$ cat config.mk
export PLATFORM = sky130hd
export DESIGN_NAME = led_shift_ctrl
export DESIGN_NICKNAME = d
export VERILOG_FILES = /design/src/rtl/led_shift_pkg.sv /design/src/rtl/led_shift_regs.sv /design/src/rtl/led_shift_timer.sv /design/src/rtl/led_shift_seq.sv /design/src/rtl/led_shift_ctrl.sv
export SDC_FILE = /design/constraint.sdc
export NUM_CORES = 1
export LEC_CHECK = 0
export BUFFER_PORTS_ARGS = -buffer_cell sky130_fd_sc_hd__buf_2
export CAP_MARGIN = 20
export CORE_MARGIN = 10
export CORE_UTILIZATION = 50
export CTS_BUF_LIST = sky130_fd_sc_hd__clkbuf_8 sky130_fd_sc_hd__clkbuf_16
export CTS_CLUSTER_SIZE = 28
export DETAILED_ROUTE_END_ITERATION = 10
export GPL_ROUTABILITY_DRIVEN = 1
export PLACE_DENSITY_LB_ADDON = 0.1
export SLEW_MARGIN = 0
export SYNTH_ARGS = -nofsm -noshare
export SYNTH_HDL_FRONTEND = slang
export SYNTH_SLANG_ARGS = --single-unit
$ cat constraint.sdc
create_clock -name clk -period 4.53 [get_ports clk]
set_input_delay 0.6795 -clock clk [delete_from_list [all_inputs] [get_ports clk]]
set_output_delay 0.6795 -clock clk [all_outputs]
set_load 0.05 [all_outputs]
$ cat src/rtl/led_shift_pkg.sv
package led_shift_pkg;
    localparam int IMG_W   = 24;
    localparam int GROUPS  = 3;
    localparam int GROUP_W = 8;

    localparam logic [4:0] OFS_CTL0 = 5'h00;
    localparam logic [4:0] OFS_CTL1 = 5'h04;
    localparam logic [4:0] OFS_DAT0 = 5'h08;
    localparam logic [4:0] OFS_DAT1 = 5'h0C;
    localparam logic [4:0] OFS_ACC  = 5'h10;

    localparam int C0_SWMODE = 31;
    localparam int C0_EDGE   = 26;
    localparam int C0_MODEM  = 24;
    localparam int C0_PHYA   = 27;
    localparam int C1_PHYB   = 15;
    localparam int C1_RATE   = 23;
    localparam int C1_SRC    = 30;

    localparam logic [31:0] CTL0_RST = 32'h0400_0000;

    typedef enum logic [1:0] {
        SH_IDLE,
        SH_SETUP,
        SH_ACTIVE,
        SH_STORE
    } sh_state_e;
endpackage

$ cat src/rtl/led_shift_regs.sv
module led_shift_regs
    import led_shift_pkg::*;
(
    input  logic                clk,
    input  logic                rst_n,
    input  logic                bus_en,
    input  logic                bus_we,
    input  logic [4:0]          bus_addr,
    input  logic [31:0]         bus_wdata,
    output logic [31:0]         bus_rdata,
    output logic                falling_o,
    output logic [1:0]          modem_en_o,
    output logic [2:0]          phya_en_o,
    output logic [2:0]          phyb_en_o,
    output logic [GROUPS-1:0]   group_en_o,
    output logic [1:0]          rate_o,
    output logic                auto_en_o,
    output logic [IMG_W-1:0]    image_o,
    output logic                sw_trig_o
);
    typedef struct packed {
        logic [31:0] ctl0;
        logic [31:0] ctl1;
        logic [31:0] dat0;
        logic [31:0] dat1;
        logic [31:0] acc;
        logic        sw_trig;
    } regs_t;

    regs_t r_q, r_d;
    logic  wr;

    assign wr = bus_en && bus_we;

    always_comb begin
        r_d = r_q;
        r_d.sw_trig = 1'b0;
        if (wr) begin
            case (bus_addr)
                OFS_CTL0: begin
                    r_d.ctl0 = bus_wdata;
                    r_d.sw_trig = bus_wdata[C0_SWMODE];
                end
                OFS_CTL1: r_d.ctl1 = bus_wdata;
                OFS_DAT0: begin
                    r_d.dat0 = bus_wdata;
                    r_d.sw_trig = r_q.ctl0[C0_SWMODE];
                end
                OFS_DAT1: r_d.dat1 = bus_wdata;
                OFS_ACC:  r_d.acc  = bus_wdata;
                default: ;
            endcase
        end
    end

    always_ff @(posedge clk or negedge rst_n) begin
        if (!rst_n) begin
            r_q <= '0;
            r_q.ctl0 <= CTL0_RST;
        end else begin
            r_q <= r_d;
        end
    end

    always_comb begin
        case (bus_addr)
            OFS_CTL0: bus_rdata = r_q.ctl0;
            OFS_CTL1: bus_rdata = r_q.ctl1;
            OFS_DAT0: bus_rdata = r_q.dat0;
            OFS_DAT1: bus_rdata = r_q.dat1;
            OFS_ACC:  bus_rdata = r_q.acc;
            default:  bus_rdata = '0;
        endcase
    end

    assign falling_o  = r_q.ctl0[C0_EDGE];
    assign modem_en_o = r_q.ctl0[C0_MODEM +: 2];
    assign phya_en_o  = r_q.ctl0[C0_PHYA +: 3];
    assign phyb_en_o  = r_q.ctl1[C1_PHYB +: 3];
    assign group_en_o = r_q.ctl1[GROUPS-1:0];
    assign rate_o     = r_q.ctl1[C1_RATE +: 2];
    assign auto_en_o  = (r_q.ctl1[C1_SRC +: 2] == 2'b10);
    assign image_o    = r_q.dat0[IMG_W-1:0];
    assign sw_trig_o  = r_q.sw_trig;

    AST_SW_TRIG_SRC: assert property (@(posedge clk) disable iff (!rst_n)
        sw_trig_o |-> $past(bus_en && bus_we));
endmodule

$ cat src/rtl/led_shift_timer.sv
module led_shift_timer #(
    parameter int CLK_HZ = 100_000_000
) (
    input  logic       clk,
    input  logic       rst_n,
    input  logic       en_i,
    input  logic [1:0] rate_i,
    output logic       tick_o
);
    localparam int CNT_W = $clog2(CLK_HZ / 2 + 1);
    localparam int LIM0  = CLK_HZ / 2;
    localparam int LIM1  = CLK_HZ / 4;
    localparam int LIM2  = CLK_HZ / 8;
    localparam int LIM3  = CLK_HZ / 10;

    typedef struct packed {
        logic [CNT_W-1:0] cnt;
        logic             tick;
    } tmr_t;

    tmr_t t_q, t_d;
    logic [CNT_W-1:0] lim_m1;

    always_comb begin
        case (rate_i)
            2'b00:   lim_m1 = CNT_W'(LIM0 - 1);
            2'b01:   lim_m1 = CNT_W'(LIM1 - 1);
            2'b10:   lim_m1 = CNT_W'(LIM2 - 1);
            default: lim_m1 = CNT_W'(LIM3 - 1);
        endcase
    end

    always_comb begin
        t_d = t_q;
        t_d.tick = 1'b0;
        if (!en_i) begin
            t_d.cnt = '0;
        end else if (t_q.cnt >= lim_m1) begin
            t_d.cnt  = '0;
            t_d.tick = 1'b1;
        end else begin
            t_d.cnt = t_q.cnt + 1'b1;
        end
    end

    always_ff @(posedge clk or negedge rst_n) begin
        if (!rst_n) t_q <= '0;
        else        t_q <= t_d;
    end

    assign tick_o = t_q.tick;

    AST_TICK_SPACING: assert property (@(posedge clk) disable iff (!rst_n)
        tick_o |=> !tick_o);
endmodule

$ cat src/rtl/led_shift_seq.sv
module led_shift_seq
    import led_shift_pkg::*;
#(
    parameter int PHASE_CYC = 4,
    parameter int NB_W      = $clog2(IMG_W + 1)
) (
    input  logic             clk,
    input  logic             rst_n,
    input  logic             start_i,
    input  logic [NB_W-1:0]  nbits_i,
    input  logic [IMG_W-1:0] img_i,
    input  logic             falling_i,
    output logic             sh_clk_o,
    output logic             sh_data_o,
    output logic             sh_store_o
);
    localparam int PH_W = (PHASE_CYC > 1) ? $clog2(PHASE_CYC) : 1;
    localparam int IX_W = $clog2(IMG_W);

    typedef struct packed {
        sh_state_e        st;
        logic [IMG_W-1:0] img;
        logic [IX_W-1:0]  idx;
        logic [PH_W-1:0]  cnt;
    } seq_t;

    seq_t s_q, s_d;
    logic ph_end;

    assign ph_end = (s_q.cnt == PH_W'(PHASE_CYC - 1));

    always_comb begin
        s_d = s_q;
        case (s_q.st)
            SH_IDLE: begin
                if (start_i && nbits_i != '0) begin
                    s_d.img = img_i;
                    s_d.idx = IX_W'(nbits_i - 1'b1);
                    s_d.cnt = '0;
                    s_d.st  = SH_SETUP;
                end
            end
            SH_SETUP: begin
                if (ph_end) begin
                    s_d.cnt = '0;
                    s_d.st  = SH_ACTIVE;
                end else begin
                    s_d.cnt = s_q.cnt + 1'b1;
                end
            end
            SH_ACTIVE: begin
                if (ph_end) begin
                    s_d.cnt = '0;
                    if (s_q.idx == '0) begin
                        s_d.st = SH_STORE;
                    end else begin
                        s_d.idx = s_q.idx - 1'b1;
                        s_d.st  = SH_SETUP;
                    end
                end else begin
                    s_d.cnt = s_q.cnt + 1'b1;
                end
            end
            default: s_d.st = SH_IDLE;
        endcase
    end

    always_ff @(posedge clk or negedge rst_n) begin
        if (!rst_n) s_q <= '{st: SH_IDLE, default: '0};
        else        s_q <= s_d;
    end

    assign sh_clk_o   = (s_q.st == SH_ACTIVE) ^ falling_i;
    assign sh_data_o  = (s_q.st != SH_IDLE) ? s_q.img[s_q.idx] : 1'b0;
    assign sh_store_o = (s_q.st == SH_STORE);

    AST_STORE_ONE_CYCLE: assert property (@(posedge clk) disable iff (!rst_n)
        sh_store_o |=> !sh_store_o);
    AST_BUSY_NO_RELOAD: assert property (@(posedge clk) disable iff (!rst_n)
        (s_q.st != SH_IDLE && start_i) |=> (s_q.img == $past(s_q.img)));
    AST_EMPTY_NO_START: assert property (@(posedge clk) disable iff (!rst_n)
        (s_q.st == SH_IDLE && start_i && nbits_i == '0) |=> (s_q.st == SH_IDLE));
endmodule

$ cat src/rtl/led_shift_ctrl.sv
module led_shift_ctrl
    import led_shift_pkg::*;
#(
    parameter int CLK_HZ    = 100_000_000,
    parameter int PHASE_CYC = 4
) (
    input  logic        clk,
    input  logic        rst_n,
    input  logic        bus_en,
    input  logic        bus_we,
    input  logic [4:0]  bus_addr,
    input  logic [31:0] bus_wdata,
    output logic [31:0] bus_rdata,
    input  logic [1:0]  modem_led,
    input  logic [2:0]  phy_a_led,
    input  logic [2:0]  phy_b_led,
    output logic        sh_clk,
    output logic        sh_data,
    output logic        sh_store
);
    localparam int NB_W = $clog2(IMG_W + 1);

    logic              falling, auto_en, sw_trig, tick;
    logic [1:0]        modem_en, rate;
    logic [2:0]        phya_en, phyb_en;
    logic [GROUPS-1:0] group_en;
    logic [IMG_W-1:0]  image, img_ovr;
    logic [NB_W-1:0]   nbits;

    led_shift_regs u_regs (
        .clk        (clk),
        .rst_n      (rst_n),
        .bus_en     (bus_en),
        .bus_we     (bus_we),
        .bus_addr   (bus_addr),
        .bus_wdata  (bus_wdata),
        .bus_rdata  (bus_rdata),
        .falling_o  (falling),
        .modem_en_o (modem_en),
        .phya_en_o  (phya_en),
        .phyb_en_o  (phyb_en),
        .group_en_o (group_en),
        .rate_o     (rate),
        .auto_en_o  (auto_en),
        .image_o    (image),
        .sw_trig_o  (sw_trig)
    );

    led_shift_timer #(.CLK_HZ(CLK_HZ)) u_timer (
        .clk    (clk),
        .rst_n  (rst_n),
        .en_i   (auto_en),
        .rate_i (rate),
        .tick_o (tick)
    );

    always_comb begin
        nbits = '0;
        for (int g = 0; g < GROUPS; g++) begin
            if (group_en[g]) nbits = NB_W'(GROUP_W * (g + 1));
        end
    end

    always_comb begin
        img_ovr = image;
        for (int k = 0; k < 2; k++) begin
            if (modem_en[k]) img_ovr[k] = modem_led[k];
        end
        for (int k = 0; k < 3; k++) begin
            if (phya_en[k]) img_ovr[2 + k] = phy_a_led[k];
            if (phyb_en[k]) img_ovr[5 + k] = phy_b_led[k];
        end
    end

    led_shift_seq #(.PHASE_CYC(PHASE_CYC), .NB_W(NB_W)) u_seq (
        .clk        (clk),
        .rst_n      (rst_n),
        .start_i    (sw_trig || tick),
        .nbits_i    (nbits),
        .img_i      (img_ovr),
        .falling_i  (falling),
        .sh_clk_o   (sh_clk),
        .sh_data_o  (sh_data),
        .sh_store_o (sh_store)
    );

    AST_STORE_CLK_IDLE: assert property (@(posedge clk) disable iff (!rst_n)
        sh_store |-> (sh_clk == falling));
endmodule

After elaboration in Yosys (flattened, before gate mapping) --
Index checks and enable logic that the tools add are counted.
Operators by class: $add $sub $neg 4, multiply operators 0, div/mod/pow operators 0, magnitude comparators 2, equal/unequal tests 15, shifts and indexed selects 0, muxes and demuxes 32, bitwise logic cells 1, reductions and logical operators 21
Operators with widths (count):
- $pmux 32 s5 | 1
- $pmux 26 s3 | 1
- $mux 26 | 2
- $mux 33 | 1
- $add 26x1->26 const B | 1
- $ge 26x26->1 | 1
- $mux 5 | 4
- $reduce_and 2->1 | 7
- $mux 1 | 13
- $eq 2x2->1 const B | 5
- $eq 5x4->1 const B | 2
- $logic_not 5->1 | 2
- $pmux 5 s2 | 1
- $sub 5x1->5 const B | 2
- $mux 2 | 4
- $lt 5x6->1 const B | 1
- $ne 2x1->1 const B | 3
- $pmux 2 s3 | 1
- $reduce_bool 2->1 | 3
- $bmux 1 s5 | 1
- $eq 5x3->1 const B | 1
- $eq 5x5->1 const B | 1
- $reduce_bool 5->1 | 1
- $eq 2x1->1 const B | 2
- 12 further kinds | 14
Word-level totals: register bits after elaboration 221, latch bits 0, RAM bits 0, bits in read-only memories 0, input bits 49, output and inout port bits 35, word-level logic and storage cells 87, memories kept 0

Longest topological paths before layout --
depth after elaboration 7, mapped depth 10, gate-level depth less buffers 9

Hierarchy --
A second synthesis with hierarchy kept.
Second synthesis, totals: cells, all modules 968, area, all modules 11668.7 um^2
Modules (own cells, without submodules):
- led_shift_regs | times used 1, cells each 611, area an instance 7651.1 um^2, sequential area each 4030.1 um^2
- led_shift_seq | times used 1, cells each 152, area an instance 1946.9 um^2, sequential area each 825.8 um^2
- led_shift_timer | times used 1, cells each 192, area an instance 1923.1 um^2, sequential area each 675.6 um^2
- led_shift_ctrl | times used 1, cells each 13, area an instance 147.6 um^2, sequential area each 0.0 um^2

Worst setup path after synthesis --
Ideal clock, no wire load.
path kind reg-to-output, start point reg u_seq.s_q[2] in the netlist's numbering, end point out sh_data, data arrival time 2.471 ns, data required time 3.851 ns, path slack 1.380 ns, cell stages (with the launch flop) 5, buffers on the path 1, path through dfrtp_1 buf_6 mux4_2 mux2i_1 o41ai_1
On the way: word-level cells in the longest chain between the ends 3
RTL lines:
- start, declared | RTL line led_shift_seq.sv:27 | seq_t s_q, s_d;
- start signal, assigned | RTL line led_shift_seq.sv:69 | if (!rst_n) s_q <= '{st: SH_IDLE, default: '0};
- start signal, assigned | RTL line led_shift_seq.sv:70 | else s_q <= s_d;
- $bmux 1 s5 | RTL line led_shift_seq.sv:74 | assign sh_data_o = (s_q.st != SH_IDLE) ? s_q.img[s_q.idx] : 1'b0;
- $mux 1 (implied by the code) | RTL line led_shift_seq.sv:74
- $mux 1 | RTL line led_shift_seq.sv:74
- end, declared | RTL line led_shift_ctrl.sv:18 | output logic sh_data,
Every way passes these cells. The select of a mux whose other input is x is not followed.

Worst setup path in the final report --
Ends and elaborated chain as after synthesis.

==> results.txt <==
----------------------------------------------------
[Worst hold path]
  Path type of the worst min-delay path ... in -> async

[Synth]
  Number of register bits inferred by synthesis ... 221
  Unique masters post-synth ... 59
  Number of flops mapped to enable cells by yosys ... 0
  Post-Syn Area ... 0.0106 mm2
  Sequential element share of the synthesized area ... 0.523
  Async set-or-reset flop fraction in the synthesized netlist ... 1.00
  Predominant post-synthesis flop cell ... dfrtp_1
  Number of cells produced by synthesis ... 813
  Syn nets ... 892
  Number of warnings issued by yosys ... 0
  Mean instance size in the synthesized netlist ... 13.0 um2

[STA]
  Final Max Slew Viols ... 0
  Time the final worst path needs with I/O delays and setup ... 3.50 ns
  Setup repair after global routing missed its margin ... false
  Final hold violations ... 0
  Final setup violation count ... 0
  Post-Route Skew ... 0.0178 ns
  Remaining max-slew budget at the tightest pin ... 0.311
  Transition time at the pin with the least slew margin ... 1.03 ns
  Fmax ... 286 MHz
  Portion of the clock cycle consumed by the worst path in the final layout ... 0.772
  Setup TNS Final ... 0 ns

[Power and ir drop]
  Clock group share of total power ... 0.398
  Peak VDD IR ... 0.000314 V
  Comb power frac ... 0.108
  Switching part of the total ... 0.255
  Power Dens Cells ... 395 mW/mm2
  Pleak ... 5.92 nW
  Internal power summed over all cells ... 3.54 mW
  Sequential Power Share ... 0.494
  Total net switching power ... 1.21 mW

[Layout]
  Cell Count, Final, Fillers Out ... 1180
  Area grow syn2layout ... 13.6%
  Count of fill cells added during filler insertion ... 1708
  Finished Core Util ... 0.575
  Antenna cell count ... 0
  Nets@finish ... 970
  Ratio of cells with drive above 1 in the final layout ... 0.330

[Place]
  Number of input and output port buffers inserted ... 83
  Post-detail-place hpwl ... 17100 um
  Placed cell count ... 1136
  Routability-driven placement congestion ratio ... 0.850

[Die]
  Die outline width ... 165 um
  Total core area ... 0.0209 mm2
  Floorplan die height ... 165 um
  Number of top-level design ports ... 84
  Row count ... 53
  Initial core utilization ... 0.506
  Die area ... 0.0274 mm2

[Detailed routing]
  Router iterations before antenna repair ... 6
  Number of nets still failing antenna checks after routing ... 0
  Wire length reported by the detailed router ... 25700 um
  Detail-routed via count per cell ... 6.08
  Total via count in the routed design ... 7172
  First-iteration detailed-routing DRC count ... 583
  Residual DRC ... 0
  Average detailed-routed wire length per instance ... 21.8 um

[GRT]
  Largest net degree at the start of global routing ... 139
  Wire length of the first global-routing pass ... 41800 um
  Number of global-route vias before repair ... 7676
  Antenna violations before repair ... 1
  GRT Resource Usage Total ... 0.191
  Total overflow reported by the global router ... 0

[Setup path]
  CP Class ... reg -> out
  Data arrival at the endpoint of the critical path ... 2.82 ns
  Cell at the slowest stage of the critical path ... dfrtp_1
  Sort of element at the end of the critical path ... primary output
  Family with the most delay on the worst path ... multiplexers
  Largest stage delay, worst path ... 0.69 ns
  Reg-to-reg slack, setup ... 1.82 ns
  Required time reported for the critical path endpoint ... 3.85 ns
  Crit start category ... register
  Critical path buffer and inverter count ... 1
  Chain of cells forming the critical path ... mux4_1 > mux4_2 > nand3_1 > o41ai_1 > buf_2
  Crit path max fanout ... 9

[Flow run]
  Number of maximum-capacitance constraint violations ... 0

[Clocking]
  Root Buffer ... clkbuf_16
  Clock insertion delay at the later pin of the skew report ... 0.54 ns
  Clock tree from TritonCTS ... built
  Number of levels the H-tree was split into ... 1
  CTS Hold Buffers Added ... 0
  Post_cts resized ... 0
  Total CTS buffers ... 25
  Maximum root-to-sink buffer count ... 3
  Post-CTS setup buffer count ... 0
  Clock Pin Slew Worst Setup and Hold Paths ... 0.06 ns
  Sink Count ... 221

[Outcome]
  Status ... complete, no violations

----------------------------------------------------
-- routing by layer --
layer,GRT usage,routed length (um),share of wire,vias to the layer above
met4,0.0471,428,0.017,2
met5,0,11,0.00043,-
li1,-,-,-,3199
met1,0.266,11800,0.46,3723
met2,0.303,12100,0.47,210
met3,0.0357,1370,0.053,38
-- worst reg2reg max path, stage by stage, from the launching register on --
cell and delay, ns:
dfrtp_1 0.51, inv_1 0.16, ha_1 0.34, inv_1 0.08, ha_1 0.30, nand4_1 0.10
nor2_1 0.14, a31oi_1 0.11, a21oi_2 0.50, buf_8 0.25, nor4_1 0.08
-- worst paths after layout --
path | startpoint | end | cells after the start
worst min register to register | u_timer.t_q[1]$_DFF_PN0_ | u_timer.t_q[1]$_DFF_PN0_ | 1
min in group clk | bus_wdata[27] | u_regs.r_q[124]$_DFFE_PN0P_ | 2
max in group asynchronous | rst_n | u_regs.r_q[46]$_DFFE_PN0P_ | 2
worst max register to register | u_regs.rate_o[1]$_DFFE_PN0P_ | u_timer.t_q[22]$_DFF_PN0_ | 10
worst min-delay path | rst_n | u_timer.t_q[24]$_DFF_PN0_ | 1
worst max-delay path | u_seq.s_q[2]$_DFFE_PN0P_ | sh_data | 5
-- final cells by class --
cell class / instances / area (um2) / area share
Tap cell: 275 / 344 / 0.0286
Clock inverter: 10 / 56.3 / 0.00468
Inverter: 19 / 71.3 / 0.00593
Clock buffer: 31 / 708 / 0.0589
Sequential cell: 221 / 5530 / 0.460
Multi-Input combinational cell: 523 / 4700 / 0.391
Timing Repair Buffer: 101 / 612 / 0.0509
-- cells in the final DEF (no fill, tap or decap), types with 9 or more instances in the layout --
cell       netlist  final
a222oi_1        32     32
a22oi_1         32     32
dfrtp_1        220    220
mux2i_1         10     10
mux2_4          28     28
xor2_1           9      9
nor3_1          10     10
mux2_1          32     32
buf_4            1     13
mux2_2         113    113
clkbuf_16        0     25
xnor2_1         16     16
buf_2           14     82
nor2_1          20     20
ha_1            30     30
nand2_1         63     63
nor4_1          26     26
o21ai_0         22     22
inv_1           19     26
-- Yosys cell counts, types with 5 or more instances --
| master | n | share of area |
|---|---|---|
| nand4_1 | 5 | 0.0030 |
| dfrtp_1 | 220 | 0.52 |
| nor4_1 | 26 | 0.015 |
| a21oi_1 | 8 | 0.0038 |
| inv_1 | 19 | 0.0067 |
| mux2i_1 | 10 | 0.0095 |
| mux2_2 | 113 | 0.12 |
| nand2_1 | 63 | 0.022 |
| mux2_1 | 32 | 0.034 |
| buf_2 | 14 | 0.0066 |
| clkbuf_1 | 23 | 0.0082 |
| o21ai_0 | 22 | 0.010 |
| and3_1 | 7 | 0.0041 |
| nor3_1 | 10 | 0.0047 |
| a222oi_1 | 32 | 0.030 |
| xor2_1 | 9 | 0.0075 |
| ha_1 | 30 | 0.035 |
| nand3_1 | 8 | 0.0038 |
| xnor2_1 | 16 | 0.013 |
| a22oi_1 | 32 | 0.023 |
| buf_6 | 11 | 0.012 |
| nor2_1 | 20 | 0.0071 |
| mux2_4 | 28 | 0.040 |
-- sequential cells by signal, summed over array words and instances, names as in the netlist --
name	flops
u_regs.falling_o	1
u_regs.group_en_o	3
u_regs.image_o	24
u_regs.modem_en_o	2
u_regs.phya_en_o	3
u_regs.phyb_en_o	3
u_regs.r_q	122
u_regs.rate_o	2
u_regs.sw_trig_o	1
u_seq.s_q	33
u_timer.t_q	26
u_timer.tick_o	1
-- power by group through the flow --
stage / Sequential (mW) / Clock, mW / Combinational [mW]
6_report: 2.34 / 1.89 / 0.514
5_1_grt: 2.37 / 2.01 / 0.571
4_1_cts: 2.34 / 1.93 / 0.517
3_5_place_dp: 2.37 / 0 / 0.515
3_3_place_gp: 2.36 / 0 / 0.487
2_1_floorplan: 2.31 / 0 / 0.359
-- logic make-up (layout without fill, tap and decap cells) --
| kind of cell | count (synthesis) | count (layout) | synth area share |
|---|---|---|---|
| buffers and inverters | 69 | 161 | 0.0343 |
| adders and majority gates | 30 | 30 | 0.0355 |
| DFF | 221 | 221 | 0.523 |
| xor gates and xnor gates | 25 | 25 | 0.0207 |
| AOI/OAI and AO/OA | 113 | 113 | 0.0821 |
| and+or+nand+nor | 165 | 165 | 0.0849 |
| muxes | 190 | 190 | 0.220 |
-- stage by stage --
stage	setup WS, ns	power, mW	hold slack, ns	area [um2]
final	1.03	4.74	0.296	12000
after CTS	0.998	4.78	0.336	12000
after floorplan	1.38	2.67	0.384	10600
after global placement	1.12	2.85	0.449	11200
after detailed placement	1.10	2.89	0.470	11200
after global routing	0.954	4.95	0.392	12000
(Power assumes the default switching activity.)
